<file path="config.mk">
export PLATFORM = sky130hd
export DESIGN_NAME = can_mode_seq
export DESIGN_NICKNAME = d
export VERILOG_FILES = /design/src/rtl/can_mode_pkg.sv /design/src/rtl/recessive_counter.sv /design/src/rtl/access_gate.sv /design/src/rtl/mode_fsm.sv /design/src/rtl/can_mode_seq.sv
export SDC_FILE = /design/constraint.sdc
export NUM_CORES = 1
export LEC_CHECK = 0
export ABC_CLOCK_PERIOD_IN_PS = 2000
export BUFFER_PORTS_ARGS = -buffer_cell sky130_fd_sc_hd__buf_2
export CORE_AREA = 2 2 39 41
export CTS_CLUSTER_SIZE = 16
export DETAILED_ROUTE_END_ITERATION = 16
export DIE_AREA = 0 0 41 43
export SKIP_LAST_GASP = 1
export SYNTH_ARGS = -nofsm -noshare
export SYNTH_HDL_FRONTEND = slang
export SYNTH_SLANG_ARGS = --single-unit
export TNS_END_PERCENT = 50
</file>
<file path="constraint.sdc">
create_clock -name clk -period 2 [get_ports clk]
set_clock_uncertainty 0.2 [all_clocks]
set_input_delay 0.4 -clock clk [delete_from_list [all_inputs] [get_ports clk]]
set_output_delay 0.4 -clock clk [all_outputs]
set_load 0.02 [all_outputs]
</file>
<file path="src/rtl/can_mode_pkg.sv">
package can_mode_pkg;
    typedef enum logic [2:0] {
        MODE_RUN,
        MODE_QUIESCE,
        MODE_HALTED,
        MODE_REJOIN,
        MODE_SLEEP
    } mode_e;
endpackage

</file>
<file path="src/rtl/recessive_counter.sv">
module recessive_counter #(
    parameter int RUN_LEN = 11
) (
    input  logic clk,
    input  logic rst_n,
    input  logic clear,
    input  logic bit_tick,
    input  logic rx_bit,
    output logic done
);
    localparam int CW = $clog2(RUN_LEN + 1);
    localparam logic [CW-1:0] LIMIT = CW'(RUN_LEN);

    logic [CW-1:0] cnt;

    always_ff @(posedge clk or negedge rst_n) begin
        if (!rst_n) begin
            cnt <= '0;
        end else if (clear) begin
            cnt <= '0;
        end else if (bit_tick) begin
            if (!rx_bit)
                cnt <= '0;
            else if (cnt != LIMIT)
                cnt <= cnt + 1'b1;
        end
    end

    assign done = (cnt == LIMIT);

    // a dominant sample restarts the run
    a_r6_dominant_restart: assert property (@(posedge clk) disable iff (!rst_n)
        (!clear && bit_tick && !rx_bit) |=> (cnt == '0));
    // the count never exceeds the run length
    a_r5_saturate: assert property (@(posedge clk) disable iff (!rst_n)
        cnt <= LIMIT);
endmodule

</file>
<file path="src/rtl/access_gate.sv">
module access_gate #(
    parameter int IDX_W    = 5,
    parameter int NUM_OPEN = 4,
    parameter logic [NUM_OPEN*IDX_W-1:0] OPEN_IDX = '0
) (
    input  logic             clk,
    input  logic             rst_n,
    input  logic             sleeping,
    input  logic             acc_valid,
    input  logic [IDX_W-1:0] acc_index,
    output logic             acc_permit,
    output logic             acc_refused
);
    logic [NUM_OPEN-1:0] hit;
    logic                refused_q;

    for (genvar g = 0; g < NUM_OPEN; g++) begin : g_open
        assign hit[g] = (acc_index == OPEN_IDX[g*IDX_W +: IDX_W]);
    end

    assign acc_permit = !sleeping || (|hit);

    always_ff @(posedge clk or negedge rst_n) begin
        if (!rst_n)
            refused_q <= 1'b0;
        else
            refused_q <= acc_valid && !acc_permit;
    end

    assign acc_refused = refused_q;

    // a refusal only follows an access made during sleep
    a_r8_refuse_in_sleep: assert property (@(posedge clk) disable iff (!rst_n)
        acc_refused |-> $past(sleeping && acc_valid));
endmodule

</file>
<file path="src/rtl/mode_fsm.sv">
module mode_fsm
    import can_mode_pkg::*;
(
    input  logic clk,
    input  logic rst_n,
    input  logic halt_req,
    input  logic sleep_req,
    input  logic bus_quiet,
    input  logic rejoin_done,
    output logic bus_en,
    output logic core_clk_en,
    output logic halted,
    output logic sleeping,
    output logic cnt_clear
);
    mode_e mode, mode_nx;

    always_comb begin
        mode_nx = mode;
        unique case (mode)
            MODE_RUN:
                if (halt_req || sleep_req) mode_nx = MODE_QUIESCE;
            MODE_QUIESCE:
                if (!halt_req && !sleep_req) mode_nx = MODE_RUN;
                else if (bus_quiet)          mode_nx = sleep_req ? MODE_SLEEP : MODE_HALTED;
            MODE_HALTED:
                if (sleep_req)      mode_nx = MODE_SLEEP;
                else if (!halt_req) mode_nx = MODE_REJOIN;
            MODE_SLEEP:
                if (!sleep_req) mode_nx = halt_req ? MODE_HALTED : MODE_REJOIN;
            MODE_REJOIN:
                if (sleep_req)        mode_nx = MODE_SLEEP;
                else if (halt_req)    mode_nx = MODE_HALTED;
                else if (rejoin_done) mode_nx = MODE_RUN;
            default: mode_nx = MODE_RUN;
        endcase
    end

    always_ff @(posedge clk or negedge rst_n) begin
        if (!rst_n) mode <= MODE_RUN;
        else        mode <= mode_nx;
    end

    always_comb begin
        bus_en      = (mode == MODE_RUN) || (mode == MODE_QUIESCE);
        core_clk_en = (mode != MODE_SLEEP);
        halted      = (mode == MODE_HALTED);
        sleeping    = (mode == MODE_SLEEP);
        cnt_clear   = (mode != MODE_REJOIN);
    end

    // halt is entered only from a quiet bus
    a_r2_quiet_entry: assert property (@(posedge clk) disable iff (!rst_n)
        (mode == MODE_HALTED && $past(mode) == MODE_QUIESCE) |-> $past(bus_quiet));
    // rejoin completes only after the recessive run
    a_r5_rejoin_gate: assert property (@(posedge clk) disable iff (!rst_n)
        (mode == MODE_RUN && $past(mode) == MODE_REJOIN) |-> $past(rejoin_done));
    // leaving the pending state for run needs both requests gone
    a_r4_withdraw: assert property (@(posedge clk) disable iff (!rst_n)
        (mode == MODE_RUN && $past(mode) == MODE_QUIESCE) |-> !$past(halt_req || sleep_req));
endmodule

</file>
<file path="src/rtl/can_mode_seq.sv">
module can_mode_seq #(
    parameter int IDX_W    = 5,
    parameter int RUN_LEN  = 11,
    parameter int CTRL_IDX = 0,
    parameter int STAT_IDX = 1,
    parameter int IRQ_IDX  = 2,
    parameter int MASK_IDX = 3
) (
    input  logic             clk,
    input  logic             rst_n,
    input  logic             halt_req,
    input  logic             sleep_req,
    input  logic             bus_idle,
    input  logic             bus_ifs,
    input  logic             bit_tick,
    input  logic             rx_bit,
    input  logic             acc_valid,
    input  logic [IDX_W-1:0] acc_index,
    output logic             bus_en,
    output logic             core_clk_en,
    output logic             halted,
    output logic             acc_permit,
    output logic             acc_refused
);
    localparam logic [4*IDX_W-1:0] OPEN_LIST = {IDX_W'(MASK_IDX), IDX_W'(IRQ_IDX),
                                                IDX_W'(STAT_IDX), IDX_W'(CTRL_IDX)};

    logic sleeping, cnt_clear, rejoin_done;

    mode_fsm u_fsm (
        .clk         (clk),
        .rst_n       (rst_n),
        .halt_req    (halt_req),
        .sleep_req   (sleep_req),
        .bus_quiet   (bus_idle || bus_ifs),
        .rejoin_done (rejoin_done),
        .bus_en      (bus_en),
        .core_clk_en (core_clk_en),
        .halted      (halted),
        .sleeping    (sleeping),
        .cnt_clear   (cnt_clear)
    );

    recessive_counter #(.RUN_LEN(RUN_LEN)) u_cnt (
        .clk      (clk),
        .rst_n    (rst_n),
        .clear    (cnt_clear),
        .bit_tick (bit_tick),
        .rx_bit   (rx_bit),
        .done     (rejoin_done)
    );

    access_gate #(.IDX_W(IDX_W), .NUM_OPEN(4), .OPEN_IDX(OPEN_LIST)) u_gate (
        .clk         (clk),
        .rst_n       (rst_n),
        .sleeping    (sleeping),
        .acc_valid   (acc_valid),
        .acc_index   (acc_index),
        .acc_permit  (acc_permit),
        .acc_refused (acc_refused)
    );

    // with the core clock stopped the controller stays off the bus
    a_r7_gated_off_bus: assert property (@(posedge clk) disable iff (!rst_n)
        !core_clk_en |-> !bus_en);
endmodule

</file>
==> impl_results.html <==
<table>
<tr><th>Metric</th><th>Value</th></tr>
<tr><th colspan="2">Clocking</th></tr>
<tr><td>TritonCTS Buffers</td><td>3</td></tr>
<tr><td>CTS H-tree depth</td><td>1</td></tr>
<tr><td>Number of buffers inserted to repair setup after CTS</td><td>0</td></tr>
<tr><td>Clock input transition at the sequential cells of the worst setup and hold paths</td><td>0.05 ns</td></tr>
<tr><td>Insertion delay to the later sink of the worst-skew pair</td><td>0.25 ns</td></tr>
<tr><td>Count of cells resized by post-cts repair</td><td>0</td></tr>
<tr><td>Cts hold-fix bufs</td><td>1</td></tr>
<tr><td>Sink count of the clock tree</td><td>8</td></tr>
<tr><td>Buffer depth of the longest clock path</td><td>2</td></tr>
<tr><td>Clock tree root driver cell</td><td>sky130_fd_sc_hd__clkbuf_4</td></tr>
<tr><td>Clock tree from TritonCTS</td><td>built</td></tr>
<tr><th colspan="2">Global route</th></tr>
<tr><td>Total Routing Usage GR</td><td>12.45%</td></tr>
<tr><td>Total congestion overflow after global routing</td><td>0</td></tr>
<tr><td>Wire length of the first global-routing pass</td><td>1.524 mm</td></tr>
<tr><td>Via count of the first global-routing pass</td><td>381</td></tr>
<tr><td>Antenna violations before repair</td><td>0</td></tr>
<tr><td>Largest net degree at the start of global routing</td><td>9</td></tr>
<tr><th colspan="2">Critical path</th></tr>
<tr><td>Path type of the worst setup path</td><td>register to output port</td></tr>
<tr><td>Required time at the worst-slack endpoint</td><td>1.40 ns</td></tr>
<tr><td>Startpoint type of the worst setup path</td><td>register</td></tr>
<tr><td>Critical path data arrival time</td><td>1.24 ns</td></tr>
<tr><td>Crit end category</td><td>output port</td></tr>
<tr><td>Biggest fanout along the worst timing path</td><td>7</td></tr>
<tr><th colspan="2">Job</th></tr>
<tr><td>Number of maximum-capacitance violations</td><td>0</td></tr>
<tr><th colspan="2">Routing</th></tr>
<tr><td>Detail Route Antenna Nets</td><td>0</td></tr>
<tr><td>Per-cell routed wire length</td><td>10.48 um</td></tr>
<tr><td>Via count</td><td>468</td></tr>
<tr><td>First DRT Iteration DRCs</td><td>8</td></tr>
<tr><td>Per-cell via count in the routed design</td><td>5.143</td></tr>
<tr><td>Post-Route WL</td><td>954 um</td></tr>
<tr><td>DRC violation count after routing</td><td>0</td></tr>
<tr><td>Total iterations of the first detailed-routing run</td><td>4</td></tr>
<tr><th colspan="2">Timing</th></tr>
<tr><td>Number of max-slew violations in the final report</td><td>0</td></tr>
<tr><td>Final worst setup slack</td><td>0.1641 ns</td></tr>
<tr><td>Min cycle time layout</td><td>1.836 ns</td></tr>
<tr><td>Max Clk Rate</td><td>544.7 MHz</td></tr>
<tr><td>Least-Margin Pin Slew</td><td>0.3178 ns</td></tr>
<tr><td>Post-route fraction of the period consumed by the critical path</td><td>91.79%</td></tr>
<tr><td>Relative slew margins</td><td>78.77%</td></tr>
<tr><td>Setup repair after global routing missed its margin</td><td>false</td></tr>
<tr><td>Final setup TNS</td><td>0 ns</td></tr>
<tr><td>Final count of hold timing violations</td><td>0</td></tr>
<tr><td>Post-Route Hold Slack</td><td>0.1437 ns</td></tr>
<tr><td>Final-report setup violation count</td><td>0</td></tr>
<tr><th colspan="2">Placed design</th></tr>
<tr><td>HPWL after detailed placement</td><td>747.4 um</td></tr>
<tr><td>Global placement routability congestion</td><td>0.7257</td></tr>
<tr><td>Number of cells after detailed placement</td><td>87</td></tr>
<tr><td>Count of input and output buffers</td><td>16</td></tr>
<tr><td>Pre-CTS worst setup slack</td><td>0.4192 ns</td></tr>
<tr><th colspan="2">Pwr</th></tr>
<tr><td>Power density relative to cell area</td><td>1005 mW/mm^2</td></tr>
<tr><td>Peak VDD IR</td><td>0.4762 mV</td></tr>
<tr><td>Part of the total power dissipated in combinational logic</td><td>45.0%</td></tr>
<tr><td>Switching part of the total</td><td>38.85%</td></tr>
<tr><td>Clk network pwr share</td><td>18.6%</td></tr>
<tr><td>Cell internal power dissipation</td><td>392.1 uW</td></tr>
<tr><td>Leakage power summed over all cells</td><td>0.2839 nW</td></tr>
<tr><td>Relative contribution of sequential cells to total power</td><td>36.4%</td></tr>
<tr><td>NetSw</td><td>249.1 uW</td></tr>
<tr><th colspan="2">Yosys</th></tr>
<tr><td>Number of register bits inferred by synthesis</td><td>8</td></tr>
<tr><td>Ys async rst share</td><td>100.0%</td></tr>
<tr><td>Distinct cell type count of the synthesized netlist</td><td>28</td></tr>
<tr><td>Sequential area share after synthesis</td><td>39.31%</td></tr>
<tr><td>Main synth FF type</td><td>sky130_fd_sc_hd__dfrtp_1</td></tr>
<tr><td>Post-synth net total</td><td>70</td></tr>
<tr><td>Syn Area/Cell</td><td>9.259 um^2</td></tr>
<tr><td>Post-synth EDFFs</td><td>0</td></tr>
<tr><td>Mapped cell area</td><td>509.2 um^2</td></tr>
<tr><td>Yosys synthesis warning count</td><td>0</td></tr>
<tr><td>Gate Count Post-Synth</td><td>55</td></tr>
<tr><th colspan="2">Floorplan</th></tr>
<tr><td>DIE AREA</td><td>0.001763 mm^2</td></tr>
<tr><td>Floorplan row count</td><td>14</td></tr>
<tr><td>X dimension of the die</td><td>41 um</td></tr>
<tr><td>I/O pins</td><td>19</td></tr>
<tr><td>Die Ht</td><td>43 um</td></tr>
<tr><td>Effective utilization at floorplan</td><td>36.80%</td></tr>
<tr><td>Core Footprint</td><td>0.001384 mm^2</td></tr>
<tr><th colspan="2">Outcome</th></tr>
<tr><td>Outcome</td><td>finished clean</td></tr>
<tr><th colspan="2">Final layout</th></tr>
<tr><td>Area added between synthesis and finish</td><td>25.31%</td></tr>
<tr><td>Leading cell type in the layout, fill and taps excluded</td><td>sky130_fd_sc_hd__buf_2</td></tr>
<tr><td>Count of antenna diodes in the layout</td><td>0</td></tr>
<tr><td>Layout cell share with drive strength beyond 1</td><td>34.67%</td></tr>
<tr><td>Non-filler instance count after layout</td><td>91</td></tr>
<tr><td>Number of nets in the finished design</td><td>92</td></tr>
<tr><td>Commonest non-fill, non-tap cells in the layout</td><td>sky130_fd_sc_hd__buf_2, sky130_fd_sc_hd__dfrtp_1, sky130_fd_sc_hd__nor2_1, sky130_fd_sc_hd__a21oi_1, sky130_fd_sc_hd__a31oi_1</td></tr>
<tr><th colspan="2">Min path</th></tr>
<tr><td>Hold Crit Class</td><td>input port to register</td></tr>
</table>
sequential cells by signal, summed over array words and instances (netlist names):
name / count
u_cnt.cnt: 4
u_fsm.mode: 3
u_gate.acc_refused: 1
power groups by stage:
stage	clock network [mW]	logic (mW)	registers [mW]
after floorplan	0	0.221	0.233
after global placement	0	0.290	0.236
after detailed placement	0	0.290	0.237
after CTS	0.125	0.293	0.234
after global routing	0.133	0.320	0.241
final	0.119	0.289	0.233
layer usage:
metal / global-route usage (%) / share of wire [%] / up-vias
met5: 0 / 0 / -
met4: 4.000 / 0 / 0
met3: 3.141 / 8.0 / 0
met2: 17.50 / 43 / 17
met1: 18.15 / 49 / 209
li1: - / - / 242
metrics by stage:
stage	util [%]	cell area, um^2	power (mW)
floorplan	-	509.2	0.4541
global placement	43.76	605.6	0.5259
detailed placement	43.76	605.6	0.5266
CTS	46.11	638.1	0.6513
global route	46.11	638.1	0.6947
finish	46.11	638.1	0.6412
worst max-delay path: stages, from the launching register on:
cell,delay (ns)
sky130_fd_sc_hd__dfrtp_1,0.47
sky130_fd_sc_hd__nand2b_4,0.07
sky130_fd_sc_hd__nor2_1,0.16
sky130_fd_sc_hd__o31ai_1,0.11
sky130_fd_sc_hd__buf_2,0.17
final timing paths:
path,startpoint,endpoint,slack (ns),depth (start not counted)
hold / removal,sleep_req,u_fsm.mode[1],0.14,2
setup reg to reg,u_cnt.cnt[0],u_fsm.mode[1],0.43,5
min in group asynchronous,rst_n,u_fsm.mode[0],0.32,2
setup / recovery,u_fsm.mode[2],acc_permit,0.16,4
hold reg to reg,u_cnt.cnt[0],u_cnt.cnt[0],0.41,2
max in group asynchronous,rst_n,u_cnt.cnt[1],1.11,2
kinds of logic after synthesis:
group / count (synthesis) / synth area share (%)
simple gates: 27 / 34.15
fa+ha+maj: 1 / 2.457
buf+inv: 3 / 3.686
xor+xnor: 1 / 1.720
flops: 8 / 39.31
compound gates: 15 / 18.67
area by class of cell:
cell class	instances	area (um^2)
multi-input combinational	44	290.3
clock buffer	3	22.52
sequential	8	200.2
timing repair buffer	18	97.59
fill	129	745.7
inverter	2	7.507
tap	16	20.02
synthesized netlist by cell type (2+ instances only):
master	number	share of area (%)
sky130_fd_sc_hd__a21oi_1	5	4.9
sky130_fd_sc_hd__dfrtp_1	8	39
sky130_fd_sc_hd__nor2_1	5	3.7
sky130_fd_sc_hd__nor3_1	3	2.9
sky130_fd_sc_hd__nand2b_1	3	3.7
sky130_fd_sc_hd__o21ai_0	2	2.0
sky130_fd_sc_hd__nor2_2	2	2.5
sky130_fd_sc_hd__nand3b_1	2	2.9
sky130_fd_sc_hd__inv_1	2	1.5
sky130_fd_sc_hd__a31oi_1	4	4.9
sky130_fd_sc_hd__nor2b_1	2	2.5
Note: power is estimated with default switching activity, not from simulation.
